### src/rtl/mux_bus_pkg.sv
package mux_bus_pkg;
   typedef enum logic [2:0] {
      PH_IDLE = 3'd0,
      PH_T1   = 3'd1,
      PH_T2   = 3'd2,
      PH_T3   = 3'd3,
      PH_TW   = 3'd4,
      PH_T4   = 3'd5
   } bus_phase_t;
endpackage

### src/rtl/mbs_phase_ctrl.sv
module mbs_phase_ctrl
   import mux_bus_pkg::*;
#(
   parameter int ADDR_W = 20,
   parameter int DATA_W = 16
) (
   input  logic              clk,
   input  logic              rst_n,
   input  logic              req_valid,
   input  logic              req_write,
   input  logic              req_io,
   input  logic [ADDR_W-1:0] req_addr,
   input  logic [DATA_W-1:0] req_wdata,
   input  logic              rdy_in,
   output bus_phase_t        phase,
   output logic              cur_write,
   output logic              cur_io,
   output logic [ADDR_W-1:0] cur_addr,
   output logic [DATA_W-1:0] cur_wdata,
   output logic              req_ready,
   output logic              cap_en
);
   bus_phase_t nxt;
   logic       accept;
   logic       access_end;

   assign req_ready  = (phase == PH_IDLE) || (phase == PH_T4);
   assign accept     = req_valid && req_ready;
   assign access_end = ((phase == PH_T3) || (phase == PH_TW)) && rdy_in;
   assign cap_en     = access_end && !cur_write;

   always_comb begin
      nxt = phase;
      unique case (phase)
         PH_IDLE: if (accept) nxt = PH_T1;
         PH_T1:   nxt = PH_T2;
         PH_T2:   nxt = PH_T3;
         PH_T3,
         PH_TW:   nxt = rdy_in ? PH_T4 : PH_TW;
         PH_T4:   nxt = accept ? PH_T1 : PH_IDLE;
         default: nxt = PH_IDLE;
      endcase
   end

   always_ff @(posedge clk or negedge rst_n) begin
      if (!rst_n) begin
         phase     <= PH_IDLE;
         cur_write <= 1'b0;
         cur_io    <= 1'b0;
         cur_addr  <= '0;
         cur_wdata <= '0;
      end else begin
         phase <= nxt;
         if (accept) begin
            cur_write <= req_write;
            cur_io    <= req_io;
            cur_addr  <= req_addr;
            cur_wdata <= req_wdata;
         end
      end
   end
endmodule

### src/rtl/mbs_pin_drive.sv
module mbs_pin_drive
   import mux_bus_pkg::*;
#(
   parameter int ADDR_W  = 20,
   parameter int DATA_W  = 16,
   parameter int DEN_LAG = 1,
   localparam int HI_W   = ADDR_W - DATA_W
) (
   input  bus_phase_t        phase,
   input  logic              cur_write,
   input  logic              cur_io,
   input  logic [ADDR_W-1:0] cur_addr,
   input  logic [DATA_W-1:0] cur_wdata,
   output logic [DATA_W-1:0] ad_out,
   output logic              ad_oe,
   output logic [HI_W-1:0]   hi_out,
   output logic              ale,
   output logic              mem_nio,
   output logic              dir_tx,
   output logic              rd_n,
   output logic              wr_n,
   output logic              den_n,
   output logic              rsp_done
);
   logic            in_t1;
   logic            in_cycle;
   logic            strobe_on;
   logic            data_phase;
   logic [HI_W-1:0] status;

   assign in_t1      = (phase == PH_T1);
   assign in_cycle   = (phase != PH_IDLE);
   assign strobe_on  = (phase == PH_T2) || (phase == PH_T3) || (phase == PH_TW);
   assign data_phase = strobe_on || (phase == PH_T4);

   always_comb begin
      status    = '0;
      status[1] = cur_io;
      status[0] = cur_write;
   end

   assign ale      = in_t1;
   assign hi_out   = in_t1 ? cur_addr[ADDR_W-1:DATA_W] : (in_cycle ? status : '0);
   assign ad_oe    = in_t1 || (cur_write && data_phase);
   assign ad_out   = in_t1 ? cur_addr[DATA_W-1:0]
                           : ((cur_write && data_phase) ? cur_wdata : '0);
   assign mem_nio  = in_cycle ? !cur_io : 1'b1;
   assign dir_tx   = in_cycle ? cur_write : 1'b1;
   assign rd_n     = !(strobe_on && !cur_write);
   assign wr_n     = !(strobe_on && cur_write);
   assign rsp_done = (phase == PH_T4);

   generate
      if (DEN_LAG != 0) begin : g_den_late
         assign den_n = !((phase == PH_T3) || (phase == PH_TW));
      end else begin : g_den_with_strobe
         assign den_n = !strobe_on;
      end
   endgenerate
endmodule

### src/rtl/mbs_capture.sv
module mbs_capture #(
   parameter int DATA_W = 16
) (
   input  logic              clk,
   input  logic              rst_n,
   input  logic              cap_en,
   input  logic [DATA_W-1:0] ad_in,
   output logic [DATA_W-1:0] rsp_rdata
);
   always_ff @(posedge clk or negedge rst_n) begin
      if (!rst_n)      rsp_rdata <= '0;
      else if (cap_en) rsp_rdata <= ad_in;
   end
endmodule

### src/rtl/mux_bus_seq.sv
module mux_bus_seq
   import mux_bus_pkg::*;
#(
   parameter int ADDR_W  = 20,
   parameter int DATA_W  = 16,
   parameter int DEN_LAG = 1,
   localparam int HI_W   = ADDR_W - DATA_W
) (
   input  logic              clk,
   input  logic              rst_n,
   input  logic              req_valid,
   input  logic              req_write,
   input  logic              req_io,
   input  logic [ADDR_W-1:0] req_addr,
   input  logic [DATA_W-1:0] req_wdata,
   output logic              req_ready,
   input  logic              rdy_in,
   input  logic [DATA_W-1:0] ad_in,
   output logic [DATA_W-1:0] ad_out,
   output logic              ad_oe,
   output logic [HI_W-1:0]   hi_out,
   output logic              ale,
   output logic              mem_nio,
   output logic              dir_tx,
   output logic              rd_n,
   output logic              wr_n,
   output logic              den_n,
   output logic              rsp_done,
   output logic [DATA_W-1:0] rsp_rdata
);
   generate
      if (HI_W < 2) begin : g_bad_width
         $error("mux_bus_seq: ADDR_W must exceed DATA_W by at least 2");
      end
      if (DATA_W < 1) begin : g_bad_data
         $error("mux_bus_seq: DATA_W must be positive");
      end
   endgenerate

   bus_phase_t        phase;
   logic              cur_write;
   logic              cur_io;
   logic [ADDR_W-1:0] cur_addr;
   logic [DATA_W-1:0] cur_wdata;
   logic              cap_en;

   mbs_phase_ctrl #(.ADDR_W(ADDR_W), .DATA_W(DATA_W)) u_ctrl (
      .clk       (clk),
      .rst_n     (rst_n),
      .req_valid (req_valid),
      .req_write (req_write),
      .req_io    (req_io),
      .req_addr  (req_addr),
      .req_wdata (req_wdata),
      .rdy_in    (rdy_in),
      .phase     (phase),
      .cur_write (cur_write),
      .cur_io    (cur_io),
      .cur_addr  (cur_addr),
      .cur_wdata (cur_wdata),
      .req_ready (req_ready),
      .cap_en    (cap_en)
   );

   mbs_pin_drive #(.ADDR_W(ADDR_W), .DATA_W(DATA_W), .DEN_LAG(DEN_LAG)) u_pins (
      .phase     (phase),
      .cur_write (cur_write),
      .cur_io    (cur_io),
      .cur_addr  (cur_addr),
      .cur_wdata (cur_wdata),
      .ad_out    (ad_out),
      .ad_oe     (ad_oe),
      .hi_out    (hi_out),
      .ale       (ale),
      .mem_nio   (mem_nio),
      .dir_tx    (dir_tx),
      .rd_n      (rd_n),
      .wr_n      (wr_n),
      .den_n     (den_n),
      .rsp_done  (rsp_done)
   );

   mbs_capture #(.DATA_W(DATA_W)) u_cap (
      .clk       (clk),
      .rst_n     (rst_n),
      .cap_en    (cap_en),
      .ad_in     (ad_in),
      .rsp_rdata (rsp_rdata)
   );
endmodule

### config.mk
export PLATFORM = sky130hd
export DESIGN_NAME = mux_bus_seq
export DESIGN_NICKNAME = d
export VERILOG_FILES = /design/src/rtl/mux_bus_pkg.sv /design/src/rtl/mbs_phase_ctrl.sv /design/src/rtl/mbs_pin_drive.sv /design/src/rtl/mbs_capture.sv /design/src/rtl/mux_bus_seq.sv
export SDC_FILE = /design/constraint.sdc
export NUM_CORES = 1
export LEC_CHECK = 0
export ABC_AREA = 1
export BUFFER_PORTS_ARGS = -buffer_cell sky130_fd_sc_hd__buf_4
export CAP_MARGIN = 20
export CORE_MARGIN = 2
export CORE_UTILIZATION = 50
export CTS_BUF_LIST = sky130_fd_sc_hd__clkbuf_4
export DETAILED_ROUTE_END_ITERATION = 12
export MAX_ROUTING_LAYER = met4
export PLACE_DENSITY_LB_ADDON = 0.1
export SETUP_SLACK_MARGIN = 0.5
export SLEW_MARGIN = 20
export SYNTH_ARGS = -nofsm -noshare
export SYNTH_HDL_FRONTEND = slang
export SYNTH_SLANG_ARGS = --single-unit
### constraint.sdc
create_clock -name clk -period 1.75 [get_ports clk]
set_clock_uncertainty 0.05 [all_clocks]
set_input_delay 0.35 -clock clk [delete_from_list [all_inputs] [get_ports clk]]
set_output_delay 0.35 -clock clk [all_outputs]
set_load 0.02 [all_outputs]
# ---- Yosys cells after proc, flatten, opt, wreduce, memory -nomap -nowiden
# Index checks and enable logic that the tools add are counted.
dict set report totals {
  regBits 57
  latchBits 0
  mem_bits_rw 0
  rom_bits 0
  out_inout_bits 45
  memories 0
}
dict set report op_classes {
  addsub 0
  mul 0
  div 0
  n_lt_le_gt_ge 0
  eq_ne 6
  shift 0
  mux 10
  n_bitwise 0
  reduce_logical 20
}
# op count
set ops {}
lappend ops {{$mux 16} 2}
lappend ops {{$pmux 3 s5} 1}
lappend ops {{$eq 3x2->1 const B} 2}
lappend ops {{$eq 3x3->1 const B} 2}
lappend ops {{$logic_and 1x1->1} 6}
lappend ops {{$logic_or 1x1->1} 6}
lappend ops {{$logic_not 1->1} 5}
lappend ops {{$mux 1} 4}
lappend ops {{$mux 4} 1}
lappend ops {{$eq 3x1->1 const B} 1}
lappend ops {{$logic_not 3->1} 1}
lappend ops {{$mux 3} 1}
lappend ops {{$reduce_bool 3->1} 1}
lappend ops {{$mux 2} 1}
lappend ops {{$ne 2x1->1 const B} 1}
lappend ops {{$reduce_or 2->1} 1}

# ---- Depth between registers and ports, before layout
dict set report logic_depth {
  ltp_word 7
  depth_mapped 9
}

# ---- Cells and area by module
# From an unflattened synthesis, not the netlist that was laid out.
dict set report hier_totals {
  hier_cells 341
  area_unflattened_um2 2751.4
}
# mod n_inst cells_per_inst area_per_inst_um2
set by_module_without_submodules {}
lappend by_module_without_submodules {mbs_phase_ctrl 1 187 1679.1}
lappend by_module_without_submodules {mbs_capture 1 68 644.4}
lappend by_module_without_submodules {mbs_pin_drive 1 86 427.9}

# ---- Worst setup path after synthesis
# OpenSTA, ideal clock, no wires.
dict set report synth_timing {
  path_type {register to output}
  from {register u_ctrl.phase[2]}
  to {output ad_out[10]}
  t_arrival_ns 1.377
  required_time_ns 1.350
  path_slack_ns -0.027
  stages_incl_launch_ff 7
  path_buffers 2
  cell_sequence {dfrtp_1 -> buf_2 -> nor2_1 -> inv_1 -> nand3_1 -> clkbuf_2 -> o21ai_0}
}
dict set report synth_between {
  elab_chain_cells 7
}
# element line
set synth_rtl {}
lappend synth_rtl {{from (decl)} mbs_phase_ctrl.sv:15} ;# output bus_phase_t phase,
lappend synth_rtl {{from (signal assigned)} mbs_phase_ctrl.sv:53} ;# phase <= nxt;
lappend synth_rtl {{$eq 3x2->1} mbs_pin_drive.sv:33} ;# assign strobe_on = (phase == PH_T2) || (phase == PH_T3) || (phase == PH_TW);
lappend synth_rtl {{$logic_or 1x1->1 (2 in a row)} mbs_pin_drive.sv:33}
lappend synth_rtl {{$logic_or 1x1->1} mbs_pin_drive.sv:34} ;# assign data_phase = strobe_on || (phase == PH_T4);
lappend synth_rtl {{$logic_and 1x1->1} mbs_pin_drive.sv:46} ;# : ((cur_write && data_phase) ? cur_wdata : '0);
lappend synth_rtl {{$mux 16} mbs_pin_drive.sv:46}
lappend synth_rtl {{$mux 16 (*)} mbs_pin_drive.sv:45} ;# assign ad_out = in_t1 ? cur_addr[DATA_W-1:0]
lappend synth_rtl {{to (decl)} mux_bus_seq.sv:19} ;# output logic [DATA_W-1:0] ad_out,
# Every way passes the cells marked *; elsewhere a longest branch is shown, timed or not.

# ---- Worst setup path after layout
dict set report layout_timing {
  from {register u_ctrl.phase[1]}
  to {output ad_out[1]}
}
# Same word-level chain as after synthesis.

==> flow_metrics.env <==
export IMPL_status="complete, but fails checks"
export IMPL_violations="setup timing"
export IMPL_hold_violations=0
export IMPL_synth_top_cell_by_area="dfrtp_1"
export IMPL_synth_area_um2=2680
export IMPL_clock_fmax_mhz=468
export IMPL_syn_to_final_growth_pct=63.8
export IMPL_synth_most_common_cell="nand2_1"
export IMPL_final_area_um2=4380
export IMPL_routed_wl_um=8130
export IMPL_syn_area_per_cell_um2=7.99
export IMPL_fin_nets=523
export IMPL_power_mw=8.43
export IMPL_pwr_share_comb_pct=63.0
export IMPL_crit_path_end_kind="output pin"
export IMPL_final_util_pct=85.2
export IMPL_maxSlewViolCount=0
export IMPL_p_per_area_nw_per_um2=1920
export IMPL_cts_tree="yes"
export IMPL_avgRoutedWirePerCell_um=15.1
export IMPL_drv_cap=0
export IMPL_coreArea_um2=5140
export IMPL_synth_top_area_share_pct=53.3
export IMPL_port_buffers=102
export IMPL_sw_frac_of_total_pct=44.4
export IMPL_critPathArrivalTime_ps=1740
export IMPL_placed_area_um2=3690
export IMPL_crit_fanout=6
export IMPL_fp_dieW_um=77.1
export IMPL_dr_first_iter_drc_count=211
export IMPL_startpoint_type="register"
export IMPL_grt_usage_pct=27.4
export IMPL_yosys_most_used_dff="dfrtp_1"
export IMPL_drc_errors=0
export IMPL_grt_pass1_wl_um=12400
export IMPL_grt_pass1_vias=2607
export IMPL_cts_max_level=3
export IMPL_seqPwrFrac_pct=27.8
export IMPL_syn_nets=393
export IMPL_synthTopCellsByCount="138 x nand2_1, 57 x dfrtp_1, 42 x nand3_1, 27 x inv_1, 20 x o21ai_0"
export IMPL_row_count=26
export IMPL_min_period_ps=2140
export IMPL_drt_first_pass_iters=5
export IMPL_ys_types=18
export IMPL_setup_viol=39
export IMPL_post_route_period_util_pct=122
export IMPL_vias=2778
export IMPL_hpwlAfterDp_um=4850
export IMPL_fin_setup_tns_ps=-9630
export IMPL_clk_pin_slew_ps=110
export IMPL_rsz0062_at_grt="yes"
export IMPL_cts_sinks=57
export IMPL_startpoint="u_ctrl.phase[1]$_DFFE_PN0P_"
export IMPL_drive_above_1_share_pct=44.9
export IMPL_clk_latency_ps=400
export IMPL_layout_setup_ws_ps=-386
export IMPL_viasPerCell=5.14
export IMPL_worstHoldPathType="in2reg"
export IMPL_grt_max_degree=58
export IMPL_place_congestion=0.783
export IMPL_yosysSeqAreaShare_pct=53.3
export IMPL_p_leak_nw=2.33
export IMPL_die_area_um2=5950
export IMPL_crit_type="reg2out"
export IMPL_grt_overflow=0
export IMPL_p_sw_mw=3.74
export IMPL_slew_headroom_pct=65.7
export IMPL_p_clk_share_pct=9.2
export IMPL_antenna_cells=0
export IMPL_cts_buffer_depth=2
export IMPL_antenna_found_initial=0
export IMPL_place_ws_ps=-36.3
export IMPL_syn_inst=335
export IMPL_synth_seq_cells=57
export IMPL_intPower_mw=4.69
export IMPL_instances_no_fill=540
export IMPL_required_ps=1350
export IMPL_cts_root_buffer="clkbuf_4"
export IMPL_die_h_um=77.1
export IMPL_synthArstFlopShare_pct=100
export IMPL_hold_path_startpoint="req_addr[9]"
export IMPL_cts_buffers=9
export IMPL_dpl_cell_count=498
export IMPL_yosysWarnings=0
export IMPL_tightest_slew_ps=515
export IMPL_num_io_pins=103
export IMPL_synth_area_leaders="dfrtp_1 53%, nand2_1 19%, nand3_1 7.9%"
export IMPL_r2r_start="u_ctrl.phase[1]$_DFFE_PN0P_"
export IMPL_initial_core_util_pct=52.0
export IMPL_drtAntennaViolNets=0
export IMPL_hold_slack_ps=105
export IMPL_synth_edf_count=0
export IMPL_vdd_ir_drop_max_uv=1310
==> power by group through the flow <==
stage | Clock [mW] | Combinational (mW) | Sequential [mW]
CTS | 0.776 | 4.87 | 2.33
global route | 0.845 | 5.70 | 2.42
global placement | 0 | 3.92 | 2.29
floorplan | 0 | 2.57 | 2.44
detailed placement | 0 | 3.98 | 2.31
finish | 0.775 | 5.31 | 2.35
==> critical path, cell delays in order (launching register included) <==
cell and delay (ps):
dfrtp_2 430, buf_4 180, nand2_2 110, nand3_4 140
buf_12 190, o21ai_2 130, buf_6 130
==> flip-flops by register name (all words and copies together), names as in the netlist <==
| register | flops |
|---|---|
| u_cap.rsp_rdata | 16 |
| u_ctrl.cur_addr | 20 |
| u_ctrl.cur_io | 1 |
| u_ctrl.cur_wdata | 16 |
| u_ctrl.cur_write | 1 |
| u_ctrl.phase | 3 |
==> layout make-up <==
class                      count  area [µm²]
clock buffer                  10        75.1
clock inverter                 6        25.0
fill                         298         759
inverter                      27         108
multi-input combinational    230        1310
sequential                    57        1430
tap                           70        87.6
timing repair buffer         140        1350
==> final timing paths <==
kind	end	slack, ps	depth (start not counted)
setup / recovery	ad_out[1]	-390	6
hold / removal	u_ctrl.cur_addr[9]$_DFFE_PN0N_	110	3
setup reg to reg	u_ctrl.cur_wdata[14]$_DFFE_PN0N_	-70	10
hold reg to reg	u_ctrl.cur_wdata[5]$_DFFE_PN0N_	430	2
max in group asynchronous	u_ctrl.phase[0]$_DFFE_PN0P_	850	2
min in group asynchronous	u_ctrl.cur_addr[18]$_DFFE_PN0N_	410	2
==> metal layers <==
metal	up-vias	GRT usage [%]	part of all wire [%]
li1	1346	-	-
met1	1298	34.5	40
met2	111	43.9	51
met3	23	4.94	5.6
met4	0	11.4	3.1
met5	-	-	0
==> cell families (layout without fill, tap and decap cells) <==
logic type | Yosys count | in the layout | synth area share (%)
flip-flops | 57 | 57 | 53.3
AND/OR/NAND/NOR | 208 | 209 | 33.8
buffers and inverters | 49 | 183 | 8.93
AO/OA/AOI/OAI | 21 | 21 | 3.93
==> what timing repair did <==
action / CTS / global route
hold buffers: 1 / 0
pin swaps: 3 / 2
setup endpoints to repair: 99 / 103
endpoints found under the hold margin: 57 / 0
resized for setup: 61 / 24
cloned: 4 / 1
buffers inserted: 8 / 12
==> layout by cell type, fill, tap and decap left out, drive strengths merged <==
| master | synthesis | final |
|---|---|---|
| nand4 | 17 | 17 |
| nor2 | 7 | 7 |
| buf | 18 | 136 |
| bufbuf | 0 | 2 |
| clkinvlp | 0 | 1 |
| dlygate4sd3 | 0 | 1 |
| clkbuf | 4 | 11 |
| o21ai | 20 | 20 |
| nand2 | 141 | 141 |
| inv | 27 | 26 |
| a21oi | 1 | 1 |
| dfrtp | 57 | 57 |
| nand3 | 43 | 44 |
| clkinv | 0 | 6 |
Power figures use the tool's default switching activity.
